[src/rtl/frc_pkg.sv]
package frc_pkg;
  typedef enum logic [1:0] {
    ST_RUN        = 2'd0,
    ST_WAIT_RSP   = 2'd1,
    ST_WAIT_RETRY = 2'd2,
    ST_DONE       = 2'd3
  } frc_state_e;
endpackage

[src/rtl/frc_counter.sv]
module frc_counter #(
  parameter int W = 16
) (
  input  logic         clk,
  input  logic         rst_n,
  input  logic         inc,
  output logic [W-1:0] count
);
  logic [W-1:0] count_d;

  always_comb begin
    count_d = count;
    if (inc) count_d = count + W'(1);
  end

  always_ff @(posedge clk or negedge rst_n) begin
    if (!rst_n) count <= '0;
    else        count <= count_d;
  end
endmodule

[src/rtl/frc_tag_alloc.sv]
module frc_tag_alloc #(
  parameter int TAG_W = 4
) (
  input  logic             clk,
  input  logic             rst_n,
  input  logic             take,
  output logic [TAG_W-1:0] tag
);
  logic [TAG_W-1:0] tag_d;

  always_comb begin
    tag_d = tag;
    if (take) tag_d = tag + TAG_W'(1);
  end

  always_ff @(posedge clk or negedge rst_n) begin
    if (!rst_n) tag <= '0;
    else        tag <= tag_d;
  end
endmodule

[src/rtl/frc_park_slot.sv]
module frc_park_slot #(
  parameter int ADDR_W = 32,
  parameter int TAG_W  = 4
) (
  input  logic              clk,
  input  logic              rst_n,
  input  logic              load,
  input  logic [ADDR_W-1:0] load_addr,
  input  logic [TAG_W-1:0]  load_tag,
  input  logic              clear,
  output logic              valid,
  output logic [ADDR_W-1:0] addr,
  output logic [TAG_W-1:0]  tag
);
  logic              valid_d;
  logic [ADDR_W-1:0] addr_d;
  logic [TAG_W-1:0]  tag_d;

  always_comb begin
    valid_d = valid;
    addr_d  = addr;
    tag_d   = tag;
    if (clear) valid_d = 1'b0;
    if (load) begin
      valid_d = 1'b1;
      addr_d  = load_addr;
      tag_d   = load_tag;
    end
  end

  always_ff @(posedge clk or negedge rst_n) begin
    if (!rst_n) begin
      valid <= 1'b0;
      addr  <= '0;
      tag   <= '0;
    end else begin
      valid <= valid_d;
      addr  <= addr_d;
      tag   <= tag_d;
    end
  end
endmodule

[src/rtl/fetch_retry_ctrl.sv]
module fetch_retry_ctrl #(
  parameter int ADDR_W     = 32,
  parameter int LINE_BYTES = 64,
  parameter int TAG_W      = 4,
  parameter int CNT_W      = 16
) (
  input  logic              clk,
  input  logic              rst_n,
  input  logic              fetch_go,
  input  logic [ADDR_W-1:0] fetch_pc,
  input  logic              squash,
  output logic              req_valid,
  input  logic              req_ready,
  output logic [ADDR_W-1:0] req_addr,
  output logic [TAG_W-1:0]  req_tag,
  input  logic              retry_i,
  input  logic              rsp_valid,
  input  logic [TAG_W-1:0]  rsp_tag,
  output logic              line_valid,
  output logic              port_blocked,
  output logic [CNT_W-1:0]  stall_cnt,
  output logic [CNT_W-1:0]  drop_cnt
);
  import frc_pkg::*;

  localparam logic [ADDR_W-1:0] LINE_MASK = ~ADDR_W'(LINE_BYTES - 1);

  // reset: asynchronous assertion, synchronous release
  logic [1:0] rst_sync;
  logic       rst_n_i;

  always_ff @(posedge clk or negedge rst_n) begin
    if (!rst_n) rst_sync <= 2'b00;
    else        rst_sync <= {rst_sync[0], 1'b1};
  end
  assign rst_n_i = rst_sync[1];

  frc_state_e       state_q, state_d;
  logic             blocked_q, blocked_d;
  logic             lv_q, lv_d;
  logic [TAG_W-1:0] outs_tag_q, outs_tag_d;

  logic              park_valid;
  logic [ADDR_W-1:0] park_addr;
  logic [TAG_W-1:0]  park_tag;
  logic [TAG_W-1:0]  new_tag;

  logic issue_new, resend, sent, rsp_hit, rsp_drop, in_wait;
  logic park_load, park_clear;

  // request presentation
  always_comb begin
    issue_new  = (state_q == ST_RUN) && fetch_go && !blocked_q && !squash;
    resend     = (state_q == ST_WAIT_RETRY) && retry_i && park_valid && !squash;
    req_valid  = issue_new || resend;
    req_addr   = resend ? park_addr : (fetch_pc & LINE_MASK);
    req_tag    = resend ? park_tag  : new_tag;
    sent       = req_valid && req_ready;
    rsp_hit    = rsp_valid && (state_q == ST_WAIT_RSP) &&
                 (rsp_tag == outs_tag_q) && !squash;
    rsp_drop   = rsp_valid && !rsp_hit;
    in_wait    = (state_q == ST_WAIT_RSP) || (state_q == ST_WAIT_RETRY);
    park_load  = issue_new && !req_ready;
    park_clear = (resend && req_ready) || squash;
  end

  // next state
  always_comb begin
    state_d    = state_q;
    blocked_d  = blocked_q;
    outs_tag_d = outs_tag_q;
    lv_d       = 1'b0;

    if (sent) outs_tag_d = req_tag;

    if (park_load)                    blocked_d = 1'b1;
    if (resend && req_ready)          blocked_d = 1'b0;
    if (retry_i && !park_valid)       blocked_d = 1'b0;

    if (squash) begin
      state_d = ST_RUN;
    end else begin
      unique case (state_q)
        ST_RUN: begin
          if (issue_new) state_d = req_ready ? ST_WAIT_RSP : ST_WAIT_RETRY;
        end
        ST_WAIT_RSP: begin
          if (rsp_hit) state_d = ST_DONE;
        end
        ST_WAIT_RETRY: begin
          if (resend && req_ready) state_d = ST_WAIT_RSP;
        end
        ST_DONE: begin
          lv_d    = 1'b1;
          state_d = ST_RUN;
        end
        default: state_d = ST_RUN;
      endcase
    end
  end

  // registers
  always_ff @(posedge clk or negedge rst_n_i) begin
    if (!rst_n_i) begin
      state_q    <= ST_RUN;
      blocked_q  <= 1'b0;
      lv_q       <= 1'b0;
      outs_tag_q <= '0;
    end else begin
      state_q    <= state_d;
      blocked_q  <= blocked_d;
      lv_q       <= lv_d;
      outs_tag_q <= outs_tag_d;
    end
  end

  assign line_valid   = lv_q;
  assign port_blocked = blocked_q;

  frc_tag_alloc #(.TAG_W(TAG_W)) u_tag (
    .clk   (clk),
    .rst_n (rst_n_i),
    .take  (issue_new),
    .tag   (new_tag)
  );

  frc_park_slot #(.ADDR_W(ADDR_W), .TAG_W(TAG_W)) u_park (
    .clk       (clk),
    .rst_n     (rst_n_i),
    .load      (park_load),
    .load_addr (req_addr),
    .load_tag  (req_tag),
    .clear     (park_clear),
    .valid     (park_valid),
    .addr      (park_addr),
    .tag       (park_tag)
  );

  frc_counter #(.W(CNT_W)) u_stall (
    .clk   (clk),
    .rst_n (rst_n_i),
    .inc   (in_wait),
    .count (stall_cnt)
  );

  frc_counter #(.W(CNT_W)) u_drop (
    .clk   (clk),
    .rst_n (rst_n_i),
    .inc   (rsp_drop),
    .count (drop_cnt)
  );


  refuse_block_chk: assert property (@(posedge clk) disable iff (!rst_n_i)
    (req_valid && !req_ready && state_q == ST_RUN) |=> (port_blocked && state_q == ST_WAIT_RETRY));


  wait_retry_blocked_chk: assert property (@(posedge clk) disable iff (!rst_n_i)
    (state_q == ST_WAIT_RETRY) |-> port_blocked);


  blocked_no_new_chk: assert property (@(posedge clk) disable iff (!rst_n_i)
    (port_blocked && state_q == ST_RUN) |-> !req_valid);


  line_after_done_chk: assert property (@(posedge clk) disable iff (!rst_n_i)
    line_valid |-> ($past(state_q) == ST_DONE && !$past(squash)));


  line_pulse_chk: assert property (@(posedge clk) disable iff (!rst_n_i)
    line_valid |=> !line_valid);


  stall_count_chk: assert property (@(posedge clk) disable iff (!rst_n_i)
    in_wait |=> (stall_cnt == $past(stall_cnt) + CNT_W'(1)));


  squash_no_req_chk: assert property (@(posedge clk) disable iff (!rst_n_i)
    squash |-> !req_valid);
endmodule

[config.mk]
export PLATFORM = sky130hd
export DESIGN_NAME = fetch_retry_ctrl
export DESIGN_NICKNAME = d
export VERILOG_FILES = /design/src/rtl/frc_pkg.sv /design/src/rtl/frc_counter.sv /design/src/rtl/frc_tag_alloc.sv /design/src/rtl/frc_park_slot.sv /design/src/rtl/fetch_retry_ctrl.sv
export SDC_FILE = /design/constraint.sdc
export NUM_CORES = 1
export LEC_CHECK = 0
export ABC_CLOCK_PERIOD_IN_PS = 2300
export CAP_MARGIN = 20
export CORE_MARGIN = 2
export CORE_UTILIZATION = 44
export CTS_CLUSTER_DIAMETER = 150
export DETAILED_ROUTE_END_ITERATION = 8
export PLACE_DENSITY = 0.77
export SLEW_MARGIN = 20
export SYNTH_ARGS = -nofsm -noshare
export SYNTH_HDL_FRONTEND = slang
export SYNTH_HIERARCHICAL = 1
export SYNTH_SLANG_ARGS = --single-unit
[constraint.sdc]
create_clock -name clk -period 2.3 [get_ports clk]
set_input_delay 0.345 -clock clk [delete_from_list [all_inputs] [get_ports clk]]
set_output_delay 0.345 -clock clk [all_outputs]
set_load 0.01 [all_outputs]
Yosys cells after proc, flatten, opt, wreduce, memory -nomap -nowiden:

Cells that the tools add are included.

* word-level logic and storage cells: 62
* bits in registers: 83
* output and inout bits: 71

* equality and inequality tests: 7
* $add $sub $neg: 3
* reduce and logical (&&, ||, !) cells: 26
* muxes and demuxes: 15

Operators by type and width (number)
* $add 16x1->16 const B: 2
* $mux 32: 1
* $logic_and 1x1->1: 14
* $mux 2: 5
* $pmux 2 s4: 1
* $mux 1: 7
* $ne 3x3->1 const B: 2
* $logic_not 1->1: 5
* $add 4x1->4 const B: 1
* $eq 2x2->1 const B: 2
* $eq 4x4->1: 1
* $mux 4: 1
* $logic_or 1x1->1: 3
* $ne 3x2->1 const B: 1
* $reduce_and 3->1: 1
* $reduce_bool 3->1: 1
* $eq 2x1->1 const B: 1
* $logic_not 2->1: 1
* $reduce_bool 2->1: 1

Longest topological paths before layout:

* depth after elaboration: 8
* mapped depth: 8
* depth with buffers taken out: 8

By module:

Netlist, hierarchy kept.

By module, submodules not included
* frc_park_slot: times used 1, cells an instance 79, area each 1522.7 um^2
* frc_counter: times used 2, cells an instance 56, area each 695.7 um^2
* fetch_retry_ctrl: times used 1, cells an instance 159, area each 1011.0 um^2
* frc_tag_alloc: times used 1, cells an instance 11, area each 160.2 um^2

Least setup slack after synthesis:

Ideal clock, no wire load.

* path type: register -> output
* from: register state_q[0]
* to: output req_addr[2]
* slack: 0.501 ns
* cell stages (with the launch flop): 7
* required time: 1.955 ns
* data arrival time: 1.454 ns
* cell sequence: dfrtp_1 inv_1 ha_1 and4b_1 buf_2 clkbuf_1 and2_1

* word-level cells in the longest chain between the ends: 5

RTL lines
* start: declaration: line fetch_retry_ctrl.sv:38 `frc_state_e state_q, state_d;`
* start signal: assignment: line fetch_retry_ctrl.sv:110 `state_q <= state_d;`
* $eq 2x2->1: line fetch_retry_ctrl.sv:54 `resend = (state_q == ST_WAIT_RETRY) && retry_i && park_valid && !squash;`
* $logic_and 1x1->1 (3 in a row): line fetch_retry_ctrl.sv:54
* $mux 32: line fetch_retry_ctrl.sv:56 `req_addr = resend ? park_addr : (fetch_pc & LINE_MASK);`
* end: declaration: line fetch_retry_ctrl.sv:14 `output logic [ADDR_W-1:0] req_addr,`

Every way passes these cells.

Worst setup path after layout:

* from: register state_q[0]
* to: output req_addr[26]

The elaborated chain is that of the path after synthesis.

==> run_summary.xml <==
<?xml version="1.0" encoding="UTF-8"?>
<metrics>
  <group name="grt">
    <metric name="global_route.overflow_total" unit="">0</metric>
    <metric name="globalRouteTotalUtil" unit="%">19.43</metric>
    <metric name="grt_pass1_vias" unit="">3219</metric>
    <metric name="grt_start_max_net_pins" unit="">33</metric>
    <metric name="antenna_found_initial" unit="">0</metric>
    <metric name="grt_first_pass_wirelength" unit="mm">15.36</metric>
  </group>
  <group name="power">
    <metric name="power_density" unit="nW/um^2">890.8</metric>
    <metric name="vdd_drop_max" unit="uV">344.0</metric>
    <metric name="power.static_leakage" unit="nW">2.762</metric>
  </group>
  <group name="clocking">
    <metric name="cts-root-buf" unit="">sky130_fd_sc_hd__clkbuf_8</metric>
    <metric name="cts.htree.levels" unit="">3</metric>
    <metric name="clock-sinks" unit="">83</metric>
    <metric name="ctsLongestPathBuffers" unit="">2</metric>
    <metric name="worst_setup_hold_path_clk_slew" unit="ns">0.09</metric>
    <metric name="cts_inserted_buffers" unit="">9</metric>
    <metric name="clock_tree_from_tritoncts" unit="">done</metric>
    <metric name="clock_latency" unit="ns">0.34</metric>
  </group>
  <group name="min_path">
    <metric name="hp-class" unit="">in2async</metric>
  </group>
  <group name="job">
    <metric name="maximum_capacitance_violations" unit="">0</metric>
  </group>
  <group name="route">
    <metric name="detail_route.wl_per_cell" unit="um">14.94</metric>
    <metric name="drt_wl_total" unit="mm">9.505</metric>
    <metric name="ant_nets" unit="">0</metric>
    <metric name="drt_iter0_markers" unit="">69</metric>
    <metric name="residual_drc_count" unit="">0</metric>
    <metric name="vias" unit="">3170</metric>
    <metric name="drt_first_pass_iters" unit="">6</metric>
    <metric name="ratio_of_routed_vias_to_standard_cells" unit="">4.984</metric>
  </group>
  <group name="sta">
    <metric name="final_period_minus_worst_setup_slack" unit="ns">2.187</metric>
    <metric name="ratio_of_final_minimum_period_to_clock_period" unit="%">95.09</metric>
    <metric name="final_hold_viol_count" unit="">0</metric>
    <metric name="hold-worst-slack" unit="ns">0.1479</metric>
    <metric name="slew_violations" unit="">0</metric>
    <metric name="clock_skew" unit="ns">0.01355</metric>
    <metric name="final.setup.tns" unit="ns">0</metric>
    <metric name="setup_viol_count_final" unit="">0</metric>
    <metric name="max_freq" unit="MHz">457.2</metric>
    <metric name="unrepaired_setup_endpoints_after_global_routing" unit="">true</metric>
  </group>
  <group name="setup_path">
    <metric name="worst-path-max-fanout" unit="">11</metric>
    <metric name="required" unit="ns">1.96</metric>
    <metric name="critPathLaunch" unit="">state_q[0]</metric>
    <metric name="path_type_of_the_worst_setup_path" unit="">reg2out</metric>
    <metric name="regToRegStartpoint" unit="">state_q[0]</metric>
    <metric name="end_kind" unit="">primary output</metric>
    <metric name="worst-endpoint-arrival" unit="ns">1.84</metric>
    <metric name="worst_setup_path_start_kind" unit="">flop</metric>
  </group>
  <group name="die">
    <metric name="dieHeight" unit="um">100.4</metric>
    <metric name="top_level_ports" unit="">114</metric>
    <metric name="initial_utilization" unit="%">44.85</metric>
    <metric name="die_area" unit="um^2">10070</metric>
    <metric name="overall_die_width" unit="um">100.4</metric>
    <metric name="core" unit="um^2">9109</metric>
    <metric name="floorplan.rows" unit="">35</metric>
  </group>
  <group name="synth">
    <metric name="synth.net_count" unit="">412</metric>
    <metric name="mux_share_of_post_synthesis_cell_area" unit="%">14.76</metric>
    <metric name="synth_edf_count" unit="">0</metric>
    <metric name="yosys-top-cells-count" unit="">sky130_fd_sc_hd__nand2_1 (105), sky130_fd_sc_hd__dfrtp_1 (83), sky130_fd_sc_hd__mux2_4 (29), sky130_fd_sc_hd__xnor2_1 (24), sky130_fd_sc_hd__xor2_1 (13)</metric>
    <metric name="syn_area_per_cell" unit="um^2">11.32</metric>
    <metric name="synth-warning-count" unit="">6</metric>
    <metric name="synth.lib_cells_used.distinct" unit="">40</metric>
    <metric name="synth_sequential_area_ratio" unit="%">50.84</metric>
    <metric name="async_flop_share" unit="%">100.0</metric>
    <metric name="post_synth_main_area_contributors" unit="">sky130_fd_sc_hd__dfrtp_1 (51%), sky130_fd_sc_hd__mux2_4 (11%), sky130_fd_sc_hd__nand2_1 (9.6%)</metric>
    <metric name="yosys.area.top_type" unit="">sky130_fd_sc_hd__dfrtp_1</metric>
    <metric name="predominant_post_synthesis_flop_cell" unit="">sky130_fd_sc_hd__dfrtp_1</metric>
    <metric name="synth-compound-area-share" unit="%">1.868</metric>
    <metric name="yosys.area_share.adder" unit="%">2.450</metric>
    <metric name="synth_xor_xnor_area_share" unit="%">7.933</metric>
    <metric name="dominant_cell_by_count_in_the_synthesized_netlist" unit="">sky130_fd_sc_hd__nand2_1</metric>
    <metric name="synth-seq-cells" unit="">83</metric>
    <metric name="synth.cell_area" unit="um^2">4085</metric>
    <metric name="synth_top_family_by_area" unit="">simple AND/OR/NAND/NOR gates</metric>
    <metric name="synth-simple-area-share" unit="%">18.65</metric>
    <metric name="synth.top_cell.area_share" unit="%">50.84</metric>
    <metric name="post_synth_inst_count" unit="">361</metric>
  </group>
  <group name="cells_and_area">
    <metric name="layout-drive-gt1-share" unit="%">32.00</metric>
    <metric name="diodes_inserted" unit="">0</metric>
    <metric name="area_growth_syn_to_layout" unit="%">40.43</metric>
    <metric name="final_cells" unit="">636</metric>
    <metric name="postLayoutCellArea" unit="um^2">5737</metric>
    <metric name="design.final.nets" unit="">571</metric>
    <metric name="post-route-util" unit="%">62.98</metric>
  </group>
  <group name="status">
    <metric name="outcome" unit="">complete, no violations</metric>
  </group>
  <group name="place">
    <metric name="buffers_added_on_ports" unit="">107</metric>
    <metric name="place_area" unit="um^2">5547</metric>
    <metric name="gpl.final_weighted_congestion" unit="">0.7684</metric>
    <metric name="dp_cells" unit="">609</metric>
    <metric name="hpwlAfterDp" unit="mm">6.468</metric>
  </group>
</metrics>
[metal layers]
layer  track usage [%]  routed length [um]
met5                 0                   0
met1             25.90                4235
met2             32.06                4862
met3             2.716                 226
met4             7.798                 181
[path summary, 6_finish.rpt]
path / to / slack, ns / cells past startpoint
max: req_addr[26] / 0.11 / 8
min: rst_sync[1] / 0.15 / 1
max reg2reg: u_stall/count[12] / 0.31 / 7
min reg2reg: u_park/addr[28] / 0.29 / 0
max in group asynchronous: u_park/addr[8] / 1.35 / 1
min in group clk: rst_sync[1] / 0.37 / 0
[where the power goes]
| part | total (W) | switching, W | internal (W) |
|---|---|---|---|
| combinational | 0.00180 | 0.000712 | 0.00109 |
| clock | 0.000952 | 0.000532 | 0.000420 |
| sequential | 0.00236 | 0.000431 | 0.00193 |
| total | 0.00511 | 0.00168 | 0.00343 |
[flip-flops by register name, indices dropped and copies added (netlist names)]
register and count:
line_valid 1, outs_tag_q 4, port_blocked 1, rst_sync 2, state_q 2, u_drop/count 16
u_park/addr 32, u_park/tag 4, u_park/valid 1, u_stall/count 16, u_tag/tag 4
[layout by cell type (no fill, tap or decap), types with 2 or more instances in the layout]
cell	count
sky130_fd_sc_hd__nand2_1	95
sky130_fd_sc_hd__dfrtp_1	82
sky130_fd_sc_hd__clkdlybuf4s50_1	70
sky130_fd_sc_hd__buf_4	44
sky130_fd_sc_hd__mux2_4	29
sky130_fd_sc_hd__xnor2_1	24
sky130_fd_sc_hd__buf_2	18
sky130_fd_sc_hd__clkbuf_2	14
sky130_fd_sc_hd__xor2_1	13
sky130_fd_sc_hd__mux2_2	12
sky130_fd_sc_hd__nand3_1	11
sky130_fd_sc_hd__nand2_2	10
sky130_fd_sc_hd__clkbuf_8	10
sky130_fd_sc_hd__nand4_1	8
sky130_fd_sc_hd__nor2_1	7
sky130_fd_sc_hd__ha_1	7
sky130_fd_sc_hd__buf_6	7
sky130_fd_sc_hd__inv_1	6
sky130_fd_sc_hd__and2_1	6
sky130_fd_sc_hd__buf_12	5
sky130_fd_sc_hd__nor3_2	4
sky130_fd_sc_hd__nor2b_1	3
sky130_fd_sc_hd__clkinvlp_4	3
sky130_fd_sc_hd__or4_1	2
sky130_fd_sc_hd__o31ai_1	2
sky130_fd_sc_hd__clkinv_2	2
sky130_fd_sc_hd__nand4_4	2
sky130_fd_sc_hd__mux2_1	2
sky130_fd_sc_hd__nor4_1	2
sky130_fd_sc_hd__and4_1	2
sky130_fd_sc_hd__and3_1	2
[what timing repair did]
| action | CTS | global route |
|---|---|---|
| pin swaps | 1 | 2 |
| gates resized for setup | 98 | 62 |
| buffers inserted | 4 | 6 |
| hold buffers | 0 | 0 |
| endpoints found under the setup margin | 37 | 36 |
| cloned | 3 | 0 |
[through the flow]
step                      worst slack (ns)  total power [W]
after floorplan                     0.5015         0.003390
after global routing             -0.005687         0.005438
final                               0.1129         0.005110
after CTS                         -0.01069         0.005161
after detailed placement           -0.1235         0.004192
after global placement            -0.08292         0.004098
[worst max-delay path, stage by stage (launching register included)]
cell and delay, ns:
sky130_fd_sc_hd__dfrtp_1 0.42, sky130_fd_sc_hd__inv_2 0.10, sky130_fd_sc_hd__ha_4 0.15, sky130_fd_sc_hd__and4b_4 0.32, sky130_fd_sc_hd__buf_6 0.12, sky130_fd_sc_hd__buf_12 0.12, sky130_fd_sc_hd__nand2_1 0.05, sky130_fd_sc_hd__nand2_1 0.08
sky130_fd_sc_hd__buf_2 0.14
[cell type report]
| cell class | instances | area [um^2] |
|---|---|---|
| Tap cell | 111 | 138.9 |
| Timing Repair Buffer | 160 | 1394 |
| Clock buffer | 10 | 137.6 |
| Sequential cell | 83 | 2081 |
| Inverter | 7 | 26.28 |
| Clock inverter | 6 | 41.29 |
| Fill cell | 725 | 3372 |
| Multi-Input combinational cell | 259 | 1918 |
[logic make-up after synthesis]
logic type,count (synthesis)
compound gates,10
xor+xnor,37
fa+ha+maj,8
buf+inv,19
flops,83
mux,44
other cells,1
simple gates,159
Note: power is estimated with default switching activity, not from simulation.
